[src/rtl/mbx_pkg.sv]
package mbx_pkg;
  parameter int unsigned ADDR_W = 3;

  typedef enum logic [ADDR_W-1:0] {
    A_OWNER = 3'd0,
    A_DSET  = 3'd1,
    A_DCLR  = 3'd2,
    A_DSTAT = 3'd3,
    A_MODE  = 3'd4,
    A_SEND  = 3'd5
  } mbx_addr_e;

  function automatic logic is_onehot(input logic [63:0] v);
    return (v != 64'd0) && ((v & (v - 64'd1)) == 64'd0);
  endfunction
endpackage

[src/rtl/mbx_owner_reg.sv]
module mbx_owner_reg #(
  parameter int unsigned NCH = 32
) (
  input  logic           clk_i,
  input  logic           rst_ni,
  input  logic           wr_i,
  input  logic [NCH-1:0] wdata_i,
  input  logic           upper_nz_i,
  input  logic [NCH-1:0] req_chan_i,
  output logic [NCH-1:0] owner_o,
  output logic           owned_o,
  output logic           is_owner_o,
  output logic           release_o
);
  logic [NCH-1:0] owner_q;
  logic           claim_ok;
  logic [63:0]    wide;

  always_comb begin
    wide = '0;
    wide[NCH-1:0] = wdata_i;
  end

  assign owned_o    = |owner_q;
  assign is_owner_o = |(req_chan_i & owner_q);
  assign claim_ok   = wr_i && !owned_o && !upper_nz_i && mbx_pkg::is_onehot(wide);
  assign release_o  = wr_i && is_owner_o && !upper_nz_i && (wdata_i == '0);

  always_ff @(posedge clk_i or negedge rst_ni) begin
    if (!rst_ni)        owner_q <= '0;
    else if (claim_ok)  owner_q <= wdata_i;
    else if (release_o) owner_q <= '0;
  end

  assign owner_o = owner_q;
endmodule

[src/rtl/mbx_dest_reg.sv]
module mbx_dest_reg #(
  parameter int unsigned NCH = 32
) (
  input  logic           clk_i,
  input  logic           rst_ni,
  input  logic           set_i,
  input  logic           clr_i,
  input  logic [NCH-1:0] wdata_i,
  input  logic [NCH-1:0] req_chan_i,
  input  logic           owned_i,
  input  logic           is_owner_i,
  input  logic           auto_ack_i,
  input  logic           release_i,
  output logic [NCH-1:0] dest_o
);
  logic [NCH-1:0] dest_q, set_mask, clr_mask;

  always_comb begin
    set_mask = (set_i && is_owner_i) ? wdata_i : '0;
    clr_mask = '0;
    if (clr_i && owned_i) begin
      if (is_owner_i)      clr_mask = wdata_i;
      else if (auto_ack_i) clr_mask = wdata_i & req_chan_i;
    end
  end

  always_ff @(posedge clk_i or negedge rst_ni) begin
    if (!rst_ni)        dest_q <= '0;
    else if (release_i) dest_q <= '0;
    else                dest_q <= (dest_q | set_mask) & ~clr_mask;
  end

  assign dest_o = dest_q;
endmodule

[src/rtl/mbx_ctrl_reg.sv]
module mbx_ctrl_reg (
  input  logic clk_i,
  input  logic rst_ni,
  input  logic mode_wr_i,
  input  logic send_wr_i,
  input  logic wbit0_i,
  input  logic is_owner_i,
  input  logic release_i,
  output logic auto_ack_o,
  output logic sent_o
);
  logic mode_q, sent_q;

  always_ff @(posedge clk_i or negedge rst_ni) begin
    if (!rst_ni) begin
      mode_q <= 1'b0;
      sent_q <= 1'b0;
    end else begin
      if (mode_wr_i && is_owner_i) mode_q <= wbit0_i;
      if (release_i)                             sent_q <= 1'b0;
      else if (send_wr_i && is_owner_i && wbit0_i) sent_q <= 1'b1;
    end
  end

  assign auto_ack_o = mode_q;
  assign sent_o     = sent_q;
endmodule

[src/rtl/mbx_slot.sv]
module mbx_slot #(
  parameter int unsigned NCH = 32,
  parameter int unsigned DW  = 32
) (
  input  logic                      clk_i,
  input  logic                      rst_ni,
  input  logic                      bus_valid_i,
  input  logic                      bus_write_i,
  input  logic [mbx_pkg::ADDR_W-1:0] bus_addr_i,
  input  logic [NCH-1:0]            bus_chan_i,
  input  logic [DW-1:0]             bus_wdata_i,
  output logic [DW-1:0]             bus_rdata_o,
  output logic [NCH-1:0]            irq_o
);
  import mbx_pkg::*;

  logic           wr_owner, wr_set, wr_clr, wr_mode, wr_send, wr_en;
  logic [NCH-1:0] owner, dest, wnch;
  logic           owned, is_owner, release_p, auto_ack, sent, upper_nz;
  mbx_addr_e      addr;

  assign addr     = mbx_addr_e'(bus_addr_i);
  assign wr_en    = bus_valid_i && bus_write_i;
  assign wr_owner = wr_en && (addr == A_OWNER);
  assign wr_set   = wr_en && (addr == A_DSET);
  assign wr_clr   = wr_en && (addr == A_DCLR);
  assign wr_mode  = wr_en && (addr == A_MODE);
  assign wr_send  = wr_en && (addr == A_SEND);
  assign wnch     = bus_wdata_i[NCH-1:0];

  generate
    if (DW > NCH) begin : g_upper
      assign upper_nz = |bus_wdata_i[DW-1:NCH];
    end else begin : g_noupper
      assign upper_nz = 1'b0;
    end
  endgenerate

  mbx_owner_reg #(.NCH(NCH)) u_owner (
    .clk_i(clk_i), .rst_ni(rst_ni), .wr_i(wr_owner), .wdata_i(wnch),
    .upper_nz_i(upper_nz), .req_chan_i(bus_chan_i), .owner_o(owner),
    .owned_o(owned), .is_owner_o(is_owner), .release_o(release_p)
  );

  mbx_dest_reg #(.NCH(NCH)) u_dest (
    .clk_i(clk_i), .rst_ni(rst_ni), .set_i(wr_set), .clr_i(wr_clr),
    .wdata_i(wnch), .req_chan_i(bus_chan_i), .owned_i(owned),
    .is_owner_i(is_owner), .auto_ack_i(auto_ack), .release_i(release_p),
    .dest_o(dest)
  );

  mbx_ctrl_reg u_ctrl (
    .clk_i(clk_i), .rst_ni(rst_ni), .mode_wr_i(wr_mode), .send_wr_i(wr_send),
    .wbit0_i(bus_wdata_i[0]), .is_owner_i(is_owner), .release_i(release_p),
    .auto_ack_o(auto_ack), .sent_o(sent)
  );

  always_comb begin
    bus_rdata_o = '0;
    if (bus_valid_i && !bus_write_i) begin
      unique case (addr)
        A_OWNER: bus_rdata_o[NCH-1:0] = owner;
        A_DSTAT: bus_rdata_o[NCH-1:0] = dest;
        A_MODE:  bus_rdata_o[0]       = auto_ack;
        default: bus_rdata_o          = '0;
      endcase
    end
  end

  assign irq_o = dest & {NCH{sent}};
endmodule

[config.mk]
export PLATFORM = sky130hd
export DESIGN_NAME = mbx_slot
export DESIGN_NICKNAME = d
export VERILOG_FILES = /design/src/rtl/mbx_pkg.sv /design/src/rtl/mbx_owner_reg.sv /design/src/rtl/mbx_dest_reg.sv /design/src/rtl/mbx_ctrl_reg.sv /design/src/rtl/mbx_slot.sv
export SDC_FILE = /design/constraint.sdc
export NUM_CORES = 1
export LEC_CHECK = 0
export BUFFER_PORTS_ARGS = -buffer_cell sky130_fd_sc_hd__buf_2
export CAP_MARGIN = 10
export CORE_MARGIN = 2
export CORE_UTILIZATION = 53
export DETAILED_ROUTE_END_ITERATION = 12
export HOLD_SLACK_MARGIN = 0.02
export PLACE_DENSITY_LB_ADDON = 0.3
export SLEW_MARGIN = 10
export SYNTH_ARGS = -nofsm -noshare
export SYNTH_HDL_FRONTEND = slang
export SYNTH_SLANG_ARGS = --single-unit
[constraint.sdc]
create_clock -name clk_i -period 2.7 [get_ports clk_i]
set_input_delay 0.27 -clock clk_i [delete_from_list [all_inputs] [get_ports clk_i]]
set_output_delay 0.27 -clock clk_i [all_outputs]
set_load 0.02 [all_outputs]
======== Word-level counts from Yosys, hierarchy flattened ========
Cells that the tools add are included.
W data, S select, Z words.
operators by class
  equal/unequal tests ..................... 5
  reduce and logical (&&, ||, !) cells .... 27
  $add $sub $neg .......................... 1
  bitwise logic cells ..................... 7
  mux-type cells .......................... 12
operators with widths
  kind                     number
  $mux W32                 8
  $and A32 B32 Y32         4
  $and A32 B64 Y64         1
  $logic_not A64 Y1        1
  $reduce_bool A64 Y1      1
  $reduce_or A32 Y1        2
  $pmux W31 S2             1
  $sub A32 B1 Y33 const B  1
  $logic_not A32 Y1        1
  $not A32 Y32             1
  $or A32 B32 Y32          1
  $logic_and A1 B1 Y1      17
  $eq A3 B2 Y1 const B     2
  $eq A3 B3 Y1 const B     2
  $reduce_bool A2 Y1       2
  $eq A3 B1 Y1 const B     1
  $logic_not A3 Y1         1
  $pmux W1 S3              1
  $logic_not A1 Y1         2
  $mux W1                  2
word-level totals
  register bits after elaboration ......... 66
  bits of input ports ..................... 71
  output and inout port bits .............. 64
  logic and storage cells ................. 56

======== Longest topological paths before layout ========
  depth after elaboration ................. 7
  mapped depth ............................ 8
  gate-level depth less buffers ........... 6

======== Cells and area by module ========
From an unflattened synthesis, not the netlist that was laid out.
unflattened totals
  cells, all modules ...................... 564
  area, all modules ....................... 5,142.4 sq um
modules (own cells, without submodules)
  module         area an instance (sq um)  sequential area each (sq um)  instances  cells each
  mbx_owner_reg  2,235.9                   800.8                         1          249
  mbx_dest_reg   1,695.4                   800.8                         1          149
  mbx_slot       1,132.3                   0.0                           1          160
  mbx_ctrl_reg   78.8                      50.0                          1          6

======== Least setup slack after synthesis ========
OpenSTA, ideal clock, no wires.
  path kind ............................... input -> register
  from .................................... input port bus_wdata_i[8]
  to ...................................... register u_dest.dest_q[4], in the netlist u_dest.dest_o[4]
  data arrival time ....................... 2.171 ns
  buffers on the path ..................... 2
  library setup time ...................... 0.119 ns
  cell stages on the path ................. 8
  data required time ...................... 2.581 ns
  slack ................................... 0.410 ns
  cells stage by stage .................... buf_6 > nor4_4 > nand4_4 > or4_4 > a211oi_4 > buf_6 > a21oi_1 > o21ba_2
on the way
  word-level cells in the longest chain between the ends .. 3
RTL lines
  element               RTL line             RTL
  from (decl)           mbx_slot.sv:11       input logic [DW-1:0] bus_wdata_i,
  $logic_not A32 Y1     mbx_owner_reg.sv:27  assign release_o = wr_i && is_owner_o && !upper_nz_i && (wdata_i == '0);
  $logic_and A1 B1 Y1   mbx_owner_reg.sv:27
  $mux W32              mbx_dest_reg.sv:29   else if (release_i) dest_q <= '0;
  to (signal assigned)  mbx_dest_reg.sv:30   else dest_q <= (dest_q | set_mask) & ~clr_mask;
  to (decl)             mbx_dest_reg.sv:16   logic [NCH-1:0] dest_q, set_mask, clr_mask;
Every way passes these cells.
A chain may end at the register's enable or synchronous reset.

======== Worst setup path in the final report ========
  from .................................... register u_owner.owner_q[2], in the netlist u_owner.owner_o[2]
  to ...................................... register u_owner.owner_q[2], in the netlist u_owner.owner_o[2]
on the way
  word-level cells in the longest chain between the ends .. 5
  elaborated cells between the ends (all ways) .. 10
  those cells by class .................... mux (1); bitwise (1); reduce/logical (8)
RTL lines
  element                                                          RTL line                                  RTL
  from (decl)                                                      mbx_owner_reg.sv:15                       logic [NCH-1:0] owner_q;
  from (signal assigned)                                           mbx_owner_reg.sv:31                       else if (claim_ok) owner_q <= wdata_i;
  $and A32 B32 Y32 / $reduce_or A32 Y1 (equally long branches)     mbx_owner_reg.sv:25, mbx_owner_reg.sv:24
  $reduce_or A32 Y1 / $logic_not A1 Y1 (equally long branches)     mbx_owner_reg.sv:25, mbx_owner_reg.sv:26
  $logic_and A1 B1 Y1, on equally long branches (2 in a row)       mbx_owner_reg.sv:27, mbx_owner_reg.sv:26
  $reduce_bool A2 Y1 (no line) / $mux W32 (equally long branches)  -
Several ways; a longest one is shown, not always the timed one.

==> metrics.md <==
| Metric | Value |
|---|---|
| Status | finished, final reports clean |
| IO buf count | 134 |
| Clk_lat worst skew | 0.34 ns |
| Final TNS setup | 0 ns |
| Max frequency | 403 MHz |
| Mux cell area share after synthesis | 0.729% |
| Most used cell, CP | nand4_1 |
| ANT nets after route | 0 |
| Crit share post-route | 91.9% |
| Post_cts resized | 0 |
| NetSw | 0.000553 W |
| Die W | 97.5 um |
| Cell Int Power | 0.00169 W |
| Top cells by area, synth | dfrtp_1 (36%), a21oi_1 (11%), a22oi_1 (7.9%), and2_1 (4.3%), o21ba_1 (4.1%) |
| Die ar. | 9510 um^2 |
| Overflow after GRT | 0 |
| Complex-gate fraction of the synthesized area | 35.1% |
| Max Cap Violations | 0 |
| DRC Markers | 0 |
| Starting Density | 54.0% |
| Post-Syn Instances | 556 |
| Initial antenna violation count | 0 |
| H-tree level count | 3 |
| Critical Path Start | u_owner.owner_o[2] |
| Crit Reg-Reg Startpoint | u_owner.owner_o[2] |
| Number of DRC markers in iteration 0 | 391 |
| First-pass DRT Iterations | 6 |
| Crit start category | flip-flop |
| Critical path fanouts, max | 13 |
| Pwr dens | 391 nW/um^2 |
| Hold Crit Start | bus_wdata_i[18] |
| Final HPWL DP | 11800 um |
| Pins Over Slew Limit | 0 |
| Max Clock Skew | 0.0108 ns |
| Worst EP required | 2.96 ns |
| Die Y | 97.5 um |
| Main combinational cell family by area after synthesis | compound AO/OA/AOI/OAI gates |
| Area leader, netlist | dfrtp_1 |
| Synthesized area per cell | 8.34 um^2 |
| Pin count of the biggest net entering global routing | 34 |
| Post-synthesis xor/xnor area fraction | 0% |
| Vias in the first global route | 4948 |
| Crit path time final | 2.48 ns |
| Syn_nets | 627 |
| CORE AREA | 8590 um^2 |
| Post-Synth Adder-Cell Area | 0% |
| Crit path cell chain | nor4_1, nand4_1, nor2_1, nand4_1, or4_4, buf_4, o21ai_2 |
| Post-Route WL | 16500 um |
| Asr flop ratio synth | 100% |
| Row count | 34 |
| Total GRT Usage | 34.7% |
| Count leader, synth | a21oi_1 |
| Final Hold Viols | 0 |
| Synth Area in Simple Gates | 23.0% |
| Sequential-to-total area share from yosys stat | 35.6% |
| Clock Power Share | 45.8% |
| Worst Setup Path Type | reg -> reg |
| Top-area cell type share of the netlist area | 35.6% |
| Vias post-DR | 5186 |
| # hold bufs at CTS | 1 |
| Synth cell count leaders | a21oi_1 (100), dfrtp_1 (66), a22oi_1 (49), nor2_1 (47), nand2_1 (40) |
| Clock Path Buffers | 2 |
| Diodes inserted | 0 |
| Reg-to-Reg End | u_owner.owner_o[2] |
| Main synth FF type | dfrtp_1 |
| Yosys cell types | 51 |
| Leakage | 2.50 nW |
| First-pass GRT wire length | 26500 um |
| Post-CTS Setup Repair Bufs | 0 |
| RSZ-0062 raised after global routing | false |
| R2R depth | 7 |
| Root Driver | clkbuf_8 |
| Crit path capture type | flip-flop |
| Worst-Margin Slew | 1.04 ns |
| Endpoints failing setup | 0 |
| Net switching fraction of the power | 24.6% |
| EDFF count, synth | 0 |
| Sequential power share | 44.0% |
| Clock slew at the register clock pins of the worst setup and hold paths | 0.08 ns |
| Area of the mapped netlist | 4640 um^2 |
| Hold EP | u_owner.owner_o[18] |
| Max IR drop VDD | 0.000414 V |
| CTS Sinks | 66 |
| WP data arrival | 2.74 ns |
| Wire per inst | 20.7 um |
| Synth Register Bits | 66 |
| Highest cell delay on the worst timing path | 0.58 ns |
| Boundary Pins | 135 |
| Power Total | 0.00224 W |
| Vias/cell | 6.51 |
| Ys Warns | 0 |
| Slowest-stage cell, CP | or4_4 |
| Worst Hold Depth | 3 |
| TritonCTS buffer count | 9 |
| CTS tree | yes |
| Routability cong. | 0.968 |
| Worst rel slew slack | 30.6% |
| Post-layout net count | 756 |
| Comb power frac | 10.1% |
| Reg2reg setup slack | 0.22 ns |
| Synth-to-layout area growth | 23.7% |
| Share of cells above drive strength 1 | 32.9% |
| Worst Hold Class | in -> reg |
[metrics by stage]
step	cell area (um^2)	worst slack (ns)	util (%)	hold slack (ns)	std cells
4_1_cts	5740	0.270	66.7	0.211	797
2_1_floorplan	4640	0.410	-	-0.0256	556
3_3_place_gp	5490	0.145	63.8	0.321	781
5_1_grt	5740	0.0646	66.7	0.234	797
6_report	5740	0.218	66.7	0.219	797
3_5_place_dp	5490	0.0215	63.8	0.326	781
[power by group through the flow]
stage               sequential [W]  combinational [W]  clock (W)
finish                    0.000988           0.000228    0.00103
global route              0.000987           0.000243    0.00107
CTS                       0.000988           0.000223    0.00103
detailed placement         0.00101           0.000221          0
global placement           0.00101           0.000218          0
floorplan                  0.00101          0.0000684          0
[flip-flops by register name, summed over array words and instances (netlist names)]
signal	cells
u_dest.dest_o	32
u_owner.owner_o	32
u_ctrl.auto_ack_o	1
u_ctrl.sent_o	1
[area by class of cell]
cell class,count,area (um^2)
clock inverters,5,103
flip-flops and latches,66,1650
repair buffers,164,936
fillers,774,2860
well taps,108,135
clock buffers,10,138
inverters,1,3.75
multi-input cells,443,2770
[cell usage in the layout, fill, tap and decap left out, types with 3 or more instances in the layout]
cell / instances
mux2_2: 3
and2_1: 32
o21ai_0: 6
nor3_1: 6
o21ba_2: 13
buf_4: 26
nor4_1: 14
clkbuf_8: 10
nand4_1: 8
or3_1: 4
buf_2: 134
a21oi_1: 99
a22oi_1: 49
o31ai_1: 3
o21ai_2: 15
nand2_1: 40
dfrtp_1: 66
bufinv_16: 3
nor2_1: 46
buf_12: 3
o21ai_1: 13
o21ba_1: 19
nand3_1: 33
[worst max-delay path, delay by kind of cell (launching register included)]
family | cells | cell delay, ns
buffers and inverters | 1 | 0.22
DFF | 1 | 0.44
AOI/OAI and AO/OA | 1 | 0.15
and+or+nand+nor | 5 | 1.59
[per-layer routing]
metal	up-vias	GRT usage [%]	routed length (um)
met3	39	5.54	1410
met2	321	56.4	7940
li1	2334	-	-
met5	-	0	0
met1	2492	47.2	6670
met4	0	11.9	453
[how the worst max path moves through the flow]
stage,endpoint,depth (start not counted)
after floorplan,u_dest.dest_o[4],8
after global placement,u_owner.owner_o[8],9
after detailed placement,u_owner.owner_o[2],9
after CTS,u_owner.owner_o[2],7
after global routing,u_dest.dest_o[22],7
final,u_owner.owner_o[2],7
[kinds of logic after synthesis]
| family | count (synthesis) |
|---|---|
| buffers and inverters | 47 |
| AND/OR/NAND/NOR | 202 |
| multiplexers | 3 |
| AO/OA/AOI/OAI | 238 |
| flip-flops | 66 |
Note: power is estimated with default switching activity, not from simulation.
